**src/rtl/ps2h_pkg.sv**
```systemverilog
package ps2h_pkg;
   localparam int unsigned BYTE_W  = 8;
   // bits clocked after the start bit: data, parity, stop
   localparam int unsigned FRAME_W = BYTE_W + 2;
   localparam int unsigned IRQ_MIN = 13;

   typedef logic [BYTE_W-1:0] byte_t;

   typedef enum logic [2:0] {
      TX_IDLE,
      TX_INHIBIT,
      TX_RELEASE,
      TX_BITS,
      TX_ACK
   } tx_state_e;

   typedef enum logic {
      RX_IDLE,
      RX_FRAME
   } rx_state_e;

   // bit that makes the count of ones across data and parity odd
   function automatic logic odd_fill(input byte_t d);
      return ~(^d);
   endfunction
endpackage

```
**src/rtl/ps2h_line_filter.sv**
```systemverilog
module ps2h_line_filter #(
   parameter int unsigned SYNC_STAGES = 2,
   parameter int unsigned FILT_LEN    = 4
) (
   input  logic clk_i,
   input  logic rst_i,
   input  logic line_clk_i,
   input  logic line_dat_i,
   output logic clk_filt_o,
   output logic dat_sync_o,
   output logic fall_o
);
   logic [SYNC_STAGES-1:0] clk_sync_q;
   logic [SYNC_STAGES-1:0] dat_sync_q;
   logic clk_s;
   logic filt_q;
   logic filt_d;
   logic fall_q;

   always_ff @(posedge clk_i) begin
      if (rst_i) begin
         clk_sync_q <= '1;
         dat_sync_q <= '1;
      end else begin
         clk_sync_q <= {clk_sync_q[SYNC_STAGES-2:0], line_clk_i};
         dat_sync_q <= {dat_sync_q[SYNC_STAGES-2:0], line_dat_i};
      end
   end

   assign clk_s = clk_sync_q[SYNC_STAGES-1];

   generate
      if (FILT_LEN <= 1) begin : g_direct
         assign filt_d = clk_s;
      end else begin : g_count
         localparam int unsigned CW = $clog2(FILT_LEN);
         localparam logic [CW-1:0] LAST = CW'(FILT_LEN - 1);
         logic [CW-1:0] cnt_q;

         always_ff @(posedge clk_i) begin
            if (rst_i || (clk_s == filt_q) || (cnt_q == LAST)) begin
               cnt_q <= '0;
            end else begin
               cnt_q <= cnt_q + 1'b1;
            end
         end

         assign filt_d = ((clk_s != filt_q) && (cnt_q == LAST)) ? clk_s : filt_q;
      end
   endgenerate

   always_ff @(posedge clk_i) begin
      if (rst_i) begin
         filt_q <= 1'b1;
         fall_q <= 1'b0;
      end else begin
         filt_q <= filt_d;
         fall_q <= filt_q & ~filt_d;
      end
   end

   assign clk_filt_o = filt_q;
   assign dat_sync_o = dat_sync_q[SYNC_STAGES-1];
   assign fall_o     = fall_q;

   AST_FALL_SINGLE_PULSE: assert property (@(posedge clk_i) disable iff (rst_i)
      fall_o |=> !fall_o);
endmodule

```
**src/rtl/ps2h_stall.sv**
```systemverilog
module ps2h_stall #(
   parameter int unsigned LIMIT = 100000
) (
   input  logic clk_i,
   input  logic rst_i,
   input  logic active_i,
   input  logic kick_i,
   output logic expire_o
);
   localparam int unsigned CW = $clog2(LIMIT + 1);
   localparam logic [CW-1:0] LAST = CW'(LIMIT - 1);

   logic [CW-1:0] cnt_q;

   always_ff @(posedge clk_i) begin
      if (rst_i || !active_i || kick_i) begin
         cnt_q <= '0;
      end else if (cnt_q != LAST) begin
         cnt_q <= cnt_q + 1'b1;
      end
   end

   assign expire_o = active_i && (cnt_q == LAST);

   AST_STALL_ABORTS: assert property (@(posedge clk_i) disable iff (rst_i)
      expire_o |=> !expire_o);
endmodule

```
**src/rtl/ps2h_rx.sv**
```systemverilog
module ps2h_rx
   import ps2h_pkg::*;
(
   input  logic  clk_i,
   input  logic  rst_i,
   input  logic  en_i,
   input  logic  fall_i,
   input  logic  dat_i,
   input  logic  abort_i,
   output logic  busy_o,
   output logic  valid_o,
   output byte_t byte_o
);
   localparam int unsigned CW = $clog2(FRAME_W);
   localparam logic [CW-1:0] LAST = CW'(FRAME_W - 1);

   rx_state_e          st_q;
   logic [CW-1:0]      cnt_q;
   logic [FRAME_W-1:0] sh_q;
   logic [FRAME_W-1:0] sh_nx;
   logic               frame_ok;
   logic               valid_q;
   byte_t              byte_q;

   assign sh_nx    = {dat_i, sh_q[FRAME_W-1:1]};
   assign frame_ok = (^sh_nx[BYTE_W:0]) & sh_nx[FRAME_W-1];

   always_ff @(posedge clk_i) begin
      if (rst_i) begin
         st_q    <= RX_IDLE;
         cnt_q   <= '0;
         sh_q    <= '0;
         valid_q <= 1'b0;
         byte_q  <= '0;
      end else begin
         valid_q <= 1'b0;
         if (abort_i) begin
            st_q <= RX_IDLE;
         end else begin
            case (st_q)
               RX_IDLE: begin
                  if (en_i && fall_i && !dat_i) begin
                     st_q  <= RX_FRAME;
                     cnt_q <= '0;
                  end
               end
               RX_FRAME: begin
                  if (fall_i) begin
                     sh_q <= sh_nx;
                     if (cnt_q == LAST) begin
                        st_q    <= RX_IDLE;
                        valid_q <= frame_ok;
                        byte_q  <= sh_nx[BYTE_W-1:0];
                     end else begin
                        cnt_q <= cnt_q + 1'b1;
                     end
                  end
               end
               default: st_q <= RX_IDLE;
            endcase
         end
      end
   end

   assign busy_o  = (st_q == RX_FRAME);
   assign valid_o = valid_q;
   assign byte_o  = byte_q;

   AST_RX_START_GATED: assert property (@(posedge clk_i) disable iff (rst_i)
      $rose(busy_o) |-> $past(en_i));
endmodule

```
**src/rtl/ps2h_tx.sv**
```systemverilog
module ps2h_tx
   import ps2h_pkg::*;
#(
   parameter int unsigned INHIBIT_CYC = 5000
) (
   input  logic  clk_i,
   input  logic  rst_i,
   input  logic  start_i,
   input  byte_t byte_i,
   input  logic  fall_i,
   input  logic  abort_i,
   output logic  busy_o,
   output logic  wait_dev_o,
   output logic  clk_oe_o,
   output logic  dat_oe_o
);
   localparam int unsigned IW = $clog2(INHIBIT_CYC + 1);
   localparam logic [IW-1:0] INH_LAST = IW'(INHIBIT_CYC - 1);
   localparam int unsigned BW = $clog2(FRAME_W);
   localparam logic [BW-1:0] BIT_LAST = BW'(FRAME_W - 1);

   tx_state_e          st_q;
   logic [IW-1:0]      inh_q;
   logic [BW-1:0]      bit_q;
   logic [FRAME_W-1:0] sh_q;
   logic               clk_oe_q;
   logic               dat_oe_q;

   always_ff @(posedge clk_i) begin
      if (rst_i) begin
         st_q     <= TX_IDLE;
         inh_q    <= '0;
         bit_q    <= '0;
         sh_q     <= '0;
         clk_oe_q <= 1'b0;
         dat_oe_q <= 1'b0;
      end else if (abort_i) begin
         st_q     <= TX_IDLE;
         clk_oe_q <= 1'b0;
         dat_oe_q <= 1'b0;
      end else begin
         case (st_q)
            TX_IDLE: begin
               if (start_i) begin
                  sh_q     <= {1'b1, odd_fill(byte_i), byte_i};
                  inh_q    <= '0;
                  clk_oe_q <= 1'b1;
                  st_q     <= TX_INHIBIT;
               end
            end
            TX_INHIBIT: begin
               if (inh_q == INH_LAST) begin
                  dat_oe_q <= 1'b1;
                  st_q     <= TX_RELEASE;
               end else begin
                  inh_q <= inh_q + 1'b1;
               end
            end
            TX_RELEASE: begin
               clk_oe_q <= 1'b0;
               bit_q    <= '0;
               st_q     <= TX_BITS;
            end
            TX_BITS: begin
               if (fall_i) begin
                  dat_oe_q <= ~sh_q[0];
                  sh_q     <= {1'b1, sh_q[FRAME_W-1:1]};
                  if (bit_q == BIT_LAST) begin
                     st_q <= TX_ACK;
                  end else begin
                     bit_q <= bit_q + 1'b1;
                  end
               end
            end
            TX_ACK: begin
               if (fall_i) begin
                  dat_oe_q <= 1'b0;
                  st_q     <= TX_IDLE;
               end
            end
            default: st_q <= TX_IDLE;
         endcase
      end
   end

   assign busy_o     = (st_q != TX_IDLE);
   assign wait_dev_o = (st_q == TX_RELEASE) || (st_q == TX_BITS) || (st_q == TX_ACK);
   assign clk_oe_o   = clk_oe_q;
   assign dat_oe_o   = dat_oe_q;

   AST_TX_NEEDS_START: assert property (@(posedge clk_i) disable iff (rst_i)
      $rose(clk_oe_o) |-> $past(start_i));
   AST_TX_IDLE_RELEASED: assert property (@(posedge clk_i) disable iff (rst_i)
      !busy_o |-> (!clk_oe_o && !dat_oe_o));
endmodule

```
**src/rtl/ps2h_top.sv**
```systemverilog
module ps2h_top
   import ps2h_pkg::*;
#(
   parameter int unsigned SYNC_STAGES = 2,
   parameter int unsigned FILT_LEN    = 4,
   parameter int unsigned INHIBIT_CYC = 5000,
   parameter int unsigned TIMEOUT_CYC = 100000,
   parameter int unsigned IRQ_HOLD    = 16
) (
   input  logic              clk_i,
   input  logic              rst_i,
   input  logic              wb_cyc_i,
   input  logic              wb_stb_i,
   input  logic              wb_we_i,
   input  logic              wb_adr_i,
   input  logic [BYTE_W-1:0] wb_dat_i,
   output logic [BYTE_W-1:0] wb_dat_o,
   output logic              wb_ack_o,
   output logic              irq_o,
   input  logic              ps2_clk_i,
   output logic              ps2_clk_oe_o,
   input  logic              ps2_dat_i,
   output logic              ps2_dat_oe_o
);
   localparam int unsigned QW = $clog2(IRQ_HOLD + 1);
   localparam logic [QW-1:0] IRQ_LOAD = QW'(IRQ_HOLD);
   localparam int unsigned STROBE_BIT = 1;

   generate
      if (SYNC_STAGES < 2) begin : g_bad_sync
         $error("SYNC_STAGES must be at least 2");
      end
      if (IRQ_HOLD < IRQ_MIN) begin : g_bad_irq
         $error("IRQ_HOLD below the minimum interrupt width");
      end
      if (INHIBIT_CYC <= SYNC_STAGES + FILT_LEN + 2) begin : g_bad_inh
         $error("INHIBIT_CYC must exceed the clock filter latency");
      end
      if (TIMEOUT_CYC < 2) begin : g_bad_to
         $error("TIMEOUT_CYC must be at least 2");
      end
   endgenerate

   logic    clk_filt, dat_sync, fall;
   logic    rx_busy, rx_valid, rx_abort, rx_en;
   byte_t   rx_byte;
   logic    tx_busy, tx_wait, tx_abort, tx_start;
   byte_t   tx_buf_q;
   byte_t   rx_reg_q;
   logic    strobe_q;
   logic    ack_q;
   byte_t   rd_q;
   logic    busy;
   logic    hit, wr;
   logic [QW-1:0] irq_cnt_q;

   ps2h_line_filter #(
      .SYNC_STAGES (SYNC_STAGES),
      .FILT_LEN    (FILT_LEN)
   ) u_filter (
      .clk_i      (clk_i),
      .rst_i      (rst_i),
      .line_clk_i (ps2_clk_i),
      .line_dat_i (ps2_dat_i),
      .clk_filt_o (clk_filt),
      .dat_sync_o (dat_sync),
      .fall_o     (fall)
   );

   ps2h_rx u_rx (
      .clk_i   (clk_i),
      .rst_i   (rst_i),
      .en_i    (rx_en),
      .fall_i  (fall),
      .dat_i   (dat_sync),
      .abort_i (rx_abort),
      .busy_o  (rx_busy),
      .valid_o (rx_valid),
      .byte_o  (rx_byte)
   );

   ps2h_tx #(
      .INHIBIT_CYC (INHIBIT_CYC)
   ) u_tx (
      .clk_i      (clk_i),
      .rst_i      (rst_i),
      .start_i    (tx_start),
      .byte_i     (tx_buf_q),
      .fall_i     (fall),
      .abort_i    (tx_abort),
      .busy_o     (tx_busy),
      .wait_dev_o (tx_wait),
      .clk_oe_o   (ps2_clk_oe_o),
      .dat_oe_o   (ps2_dat_oe_o)
   );

   ps2h_stall #(.LIMIT(TIMEOUT_CYC)) u_rx_stall (
      .clk_i    (clk_i),
      .rst_i    (rst_i),
      .active_i (rx_busy),
      .kick_i   (fall),
      .expire_o (rx_abort)
   );

   ps2h_stall #(.LIMIT(TIMEOUT_CYC)) u_tx_stall (
      .clk_i    (clk_i),
      .rst_i    (rst_i),
      .active_i (tx_wait),
      .kick_i   (fall),
      .expire_o (tx_abort)
   );

   assign hit      = wb_cyc_i && wb_stb_i && !ack_q;
   assign wr       = hit && wb_we_i;
   assign tx_start = strobe_q && !tx_busy && !rx_busy;
   assign rx_en    = !tx_busy && !tx_start;
   assign busy     = strobe_q || tx_busy || rx_busy;

   always_ff @(posedge clk_i) begin
      if (rst_i) begin
         ack_q     <= 1'b0;
         rd_q      <= '0;
         tx_buf_q  <= '0;
         rx_reg_q  <= '0;
         strobe_q  <= 1'b0;
         irq_cnt_q <= '0;
      end else begin
         ack_q <= hit;
         if (hit) begin
            rd_q <= wb_adr_i ? {{(BYTE_W-2){1'b0}}, strobe_q, busy} : rx_reg_q;
         end
         if (wr && !wb_adr_i) begin
            tx_buf_q <= wb_dat_i;
         end
         if (tx_start) begin
            strobe_q <= 1'b0;
         end else if (wr && wb_adr_i && wb_dat_i[STROBE_BIT]) begin
            strobe_q <= 1'b1;
         end
         if (rx_valid) begin
            rx_reg_q  <= rx_byte;
            irq_cnt_q <= IRQ_LOAD;
         end else if (irq_cnt_q != '0) begin
            irq_cnt_q <= irq_cnt_q - 1'b1;
         end
      end
   end

   assign wb_ack_o = ack_q;
   assign wb_dat_o = rd_q;
   assign irq_o    = (irq_cnt_q != '0);

   // width of the current interrupt pulse, for the minimum-width check
   logic [7:0] irq_age_q;
   always_ff @(posedge clk_i) begin
      if (rst_i || !irq_o) begin
         irq_age_q <= '0;
      end else if (irq_age_q != 8'hFF) begin
         irq_age_q <= irq_age_q + 1'b1;
      end
   end

   AST_IRQ_MIN_WIDTH: assert property (@(posedge clk_i) disable iff (rst_i)
      $fell(irq_o) |-> (irq_age_q >= 8'(IRQ_MIN)));
   AST_ONE_DIRECTION: assert property (@(posedge clk_i) disable iff (rst_i)
      !(tx_busy && rx_busy));
   AST_STROBE_SELF_CLEAR: assert property (@(posedge clk_i) disable iff (rst_i)
      $rose(tx_busy) |-> !strobe_q);
   AST_ACK_SINGLE: assert property (@(posedge clk_i) disable iff (rst_i)
      wb_ack_o |=> !wb_ack_o);
   AST_FILTER_FALL_LOW: assert property (@(posedge clk_i) disable iff (rst_i)
      fall |-> !clk_filt);
endmodule

```
**config.mk**
```make
export PLATFORM = sky130hd
export DESIGN_NAME = ps2h_top
export DESIGN_NICKNAME = d
export VERILOG_FILES = /design/src/rtl/ps2h_pkg.sv /design/src/rtl/ps2h_line_filter.sv /design/src/rtl/ps2h_stall.sv /design/src/rtl/ps2h_rx.sv /design/src/rtl/ps2h_tx.sv /design/src/rtl/ps2h_top.sv
export SDC_FILE = /design/constraint.sdc
export NUM_CORES = 1
export LEC_CHECK = 0
export BUFFER_PORTS_ARGS = -buffer_cell sky130_fd_sc_hd__buf_2
export CAP_MARGIN = 20
export CORE_MARGIN = 2
export CORE_UTILIZATION = 30
export CTS_BUF_LIST = sky130_fd_sc_hd__clkbuf_16
export DETAILED_ROUTE_END_ITERATION = 7
export GPL_ROUTABILITY_DRIVEN = 0
export GPL_TIMING_DRIVEN = 0
export HOLD_SLACK_MARGIN = 0.06
export SLEW_MARGIN = 20
export SYNTH_ARGS = -nofsm -noshare
export SYNTH_HDL_FRONTEND = slang
export SYNTH_SLANG_ARGS = --single-unit
export TNS_END_PERCENT = 10
```
**constraint.sdc**
```tcl
create_clock -name clk_i -period 5.4 [get_ports clk_i]
set_input_delay 0.81 -clock clk_i [delete_from_list [all_inputs] [get_ports clk_i]]
set_output_delay 0.81 -clock clk_i [all_outputs]
set_load 0.005 [all_outputs]
```
==> flow_summary.yaml <==
synthesis:
  synth-compound-area-share_pct: 9.30
  yosysWarnings: 0
  async_flop_share_pct: 0
  syn_area_per_cell_um2: 9.08
  synth.area.mux_share_pct: 6.64
  synth-simple-area-share_pct: 25.1
  synth_fa_ha_area_share_pct: 1.96
  yosysTopAreaCell: "dfxtp_1"
  ys_seq_area_share_pct: 44.7
  yosysTopAreaCellShare_pct: 44.7
  synth_cells: 631
  synth.distinct_cells: 60
  synth_flop_cell: "dfxtp_1"
  yosys-top-cells-area: "dfxtp_1, nor2_1, mux2i_1, xnor2_1, xor2_1"
  synth_seq_cells: 128
  synthesis.nets: 656
  synthXorXnorAreaFrac_pct: 8.71
  syn_area_um2: 5730
  synth_top_family_by_area: "simple AND/OR/NAND/NOR gates"
  synth_edf_count: 0
cells_and_area:
  area.growth.synth_to_final_pct: 19.1
  diodes: 0
  layout_commonest_cell: "dfxtp_1"
  fin_util_pct: 36.5
  drive_gt1_share_pct: 12.0
  design_area_um2: 6820
  num-nets-final: 702
  layout_common_cells: "dfxtp_1, nor2_1, nand2_1, mux2i_1, xnor2_1"
placement:
  dp_slack_ns: 2.99
  place_area_um2: 6160
  portBuffers: 27
  hpwl_um: 7930
timing:
  totalNegativeSetupSlack_ns: 0
  setup_slack_ns: 2.56
  hold_viol_final: 0
  slew_headroom_pct: 51.0
  finalSetupViolations: 0
  rsz0062_at_grt: "no"
  skew_ns: 0.00733
  max_freq_mhz: 353
  fin_crit_sh_pct: 52.5
  finalCriticalPeriod_ns: 2.84
  slew_violations: 0
  tightest_slew_ns: 0.734
grt:
  grt_pass1_wl_um: 19900
  grt_start_max_net_pins: 17
  antenna_found_initial: 0
  track_usage_pct: 12.3
  grt_pass1_vias: 4098
  gr-total-overflow: 0
setup_path:
  crit_fanout: 5
  crit_required_ns: 4.59
  reg2reg_slack_ns: 3.24
  crit_arrival_ns: 2.03
  worstSetupPathType: "reg -> out"
  start_kind: "flop"
  crit_path_end_kind: "output pin"
cts:
  cts_inserted_buffers: 17
  cts-root-buf: "clkbuf_16"
  cts_tree: "built"
  postCtsResizedCells: 0
  htree_levels: 4
  cts.sinks: 128
  ctsHoldBuffers: 0
  cts_buffer_depth: 2
  postCtsSetupBuffers: 0
  clkTransAtPathRegs_ns: 0.06
  clock_latency_ns: 0.42
power_and_ir_drop:
  p_seq_share_pct: 40.9
  swShare_pct: 21.1
  p_sw_w: 0.000507
  powerDensity_nw_per_um2: 351
  peakVddDrop_v: 0.000244
  p_leak_nw: 2.44
  internal_power_w: 0.00189
  power.share.clock_pct: 53.7
  combinationalPowerShare_pct: 5.4
drt:
  avgViaCountPerCell: 4.74
  detail-route-antenna-nets: 0
  vias: 4381
  drc: 0
  wl_met1_um: 5770
  wl_um: 11500
  route.met3.wl_um: 464
  routed.top_layer: "met4"
  drt_iter0_markers: 206
  wl_per_cell_um: 12.4
  wl_met2_um: 5030
  firstDrtPassIters: 5
die:
  core_um2: 18700
  die_w_um: 142
  ios: 28
  start_util_pct: 30.6
  dieArea_um2: 20200
  rows: 50
  die_h_um: 142
job:
  drv_cap: 0
worst_hold_path:
  hold_class: "reg -> reg"
run_status:
  outcome: "complete, no violations"
[registers in the layout (all words and copies together), names as in the netlist, 5 cells and up]
| name | flops |
|---|---|
| irq_cnt_q | 5 |
| rx_reg_q | 8 |
| tx_buf_q | 8 |
| u_rx.byte_o | 8 |
| u_rx.sh_q | 9 |
| u_rx_stall.cnt_q | 17 |
| u_tx.inh_q | 13 |
| u_tx.sh_q | 10 |
| u_tx_stall.cnt_q | 17 |
| wb_dat_o | 8 |
[worst paths after layout]
| kind | startpoint | end | depth (start not counted) |
|---|---|---|---|
| worst max-delay path | irq_cnt_q[0]$_SDFFE_PP0P_ | irq_o | 6 |
| worst min-delay path | u_filter.dat_sync_q[0]$_SDFF_PP1_ | u_filter.dat_sync_q[1]$_SDFF_PP1_ | 1 |
| worst max register to register | u_tx_stall.cnt_q[7]$_SDFFE_PP0P_ | u_tx.bit_q[3]$_SDFFE_PP0P_ | 6 |
| worst min register to register | u_filter.dat_sync_q[0]$_SDFF_PP1_ | u_filter.dat_sync_q[1]$_SDFF_PP1_ | 1 |
[cell families after synthesis]
| group | Yosys count |
|---|---|
| compound gates | 70 |
| xor+xnor | 57 |
| fa+ha+maj | 9 |
| buf+inv | 49 |
| flops | 128 |
| mux | 38 |
| simple gates | 280 |
[routing by layer]
metal / GRT usage (%) / vias up
li1: - / 2292
met1: 16.1 / 2004
met2: 18.9 / 69
met3: 2.93 / 16
met4: 6.32 / 0
met5: 0 / -
[synthesized netlist by cell type (3+ instances only)]
cell / n
nor3b_1: 11
a21oi_1: 23
xnor2_1: 35
nand4_1: 13
o21ai_0: 11
a31oi_1: 3
a211oi_1: 3
inv_1: 16
or2_2: 5
nand3_1: 15
clkbuf_1: 24
and3_1: 8
or3_1: 7
nor4_1: 5
nor4b_1: 5
nand3b_1: 4
buf_1: 4
a311oi_2: 9
dfxtp_1: 128
xor2_1: 22
and2_1: 5
ha_1: 9
and4_1: 10
nor3_1: 13
nor2_1: 121
nand2_1: 39
mux2i_1: 38
[through the flow]
step / hold WS [ns] / instances / total power, W
finish: 0.407 / 924 / 0.00240
global route: 0.422 / 924 / 0.00250
CTS: 0.407 / 924 / 0.00243
detailed placement: 0.393 / 892 / 0.00113
global placement: 0.394 / 892 / 0.00113
floorplan: 0.389 / 631 / 0.00110
[worst max-delay path: stages, from the launching register on]
cell	delay, ns
dfxtp_1	0.33
inv_1	0.06
ha_1	0.17
or3b_2	0.47
or2_2	0.28
clkbuf_1	0.15
buf_2	0.15
[power groups by stage]
stage | combinational [W] | sequential, W | clock (W)
2_1_floorplan | 0.0000987 | 0.000997 | 0
3_3_place_gp | 0.000130 | 0.00100 | 0
3_5_place_dp | 0.000132 | 0.00100 | 0
6_report | 0.000131 | 0.000980 | 0.00129
4_1_cts | 0.000133 | 0.000980 | 0.00132
5_1_grt | 0.000152 | 0.000983 | 0.00136
[layout make-up]
type / instances / area, um2
Clock buffer: 17 / 425
Inverter: 16 / 60.1
Sequential cell: 128 / 2560
Clock inverter: 15 / 239
Fill cell: 1904 / 11900
Multi-Input combinational cell: 454 / 2960
Tap cell: 234 / 293
Timing Repair Buffer: 27 / 135
Buffer: 33 / 145
(Power assumes the default switching activity.)
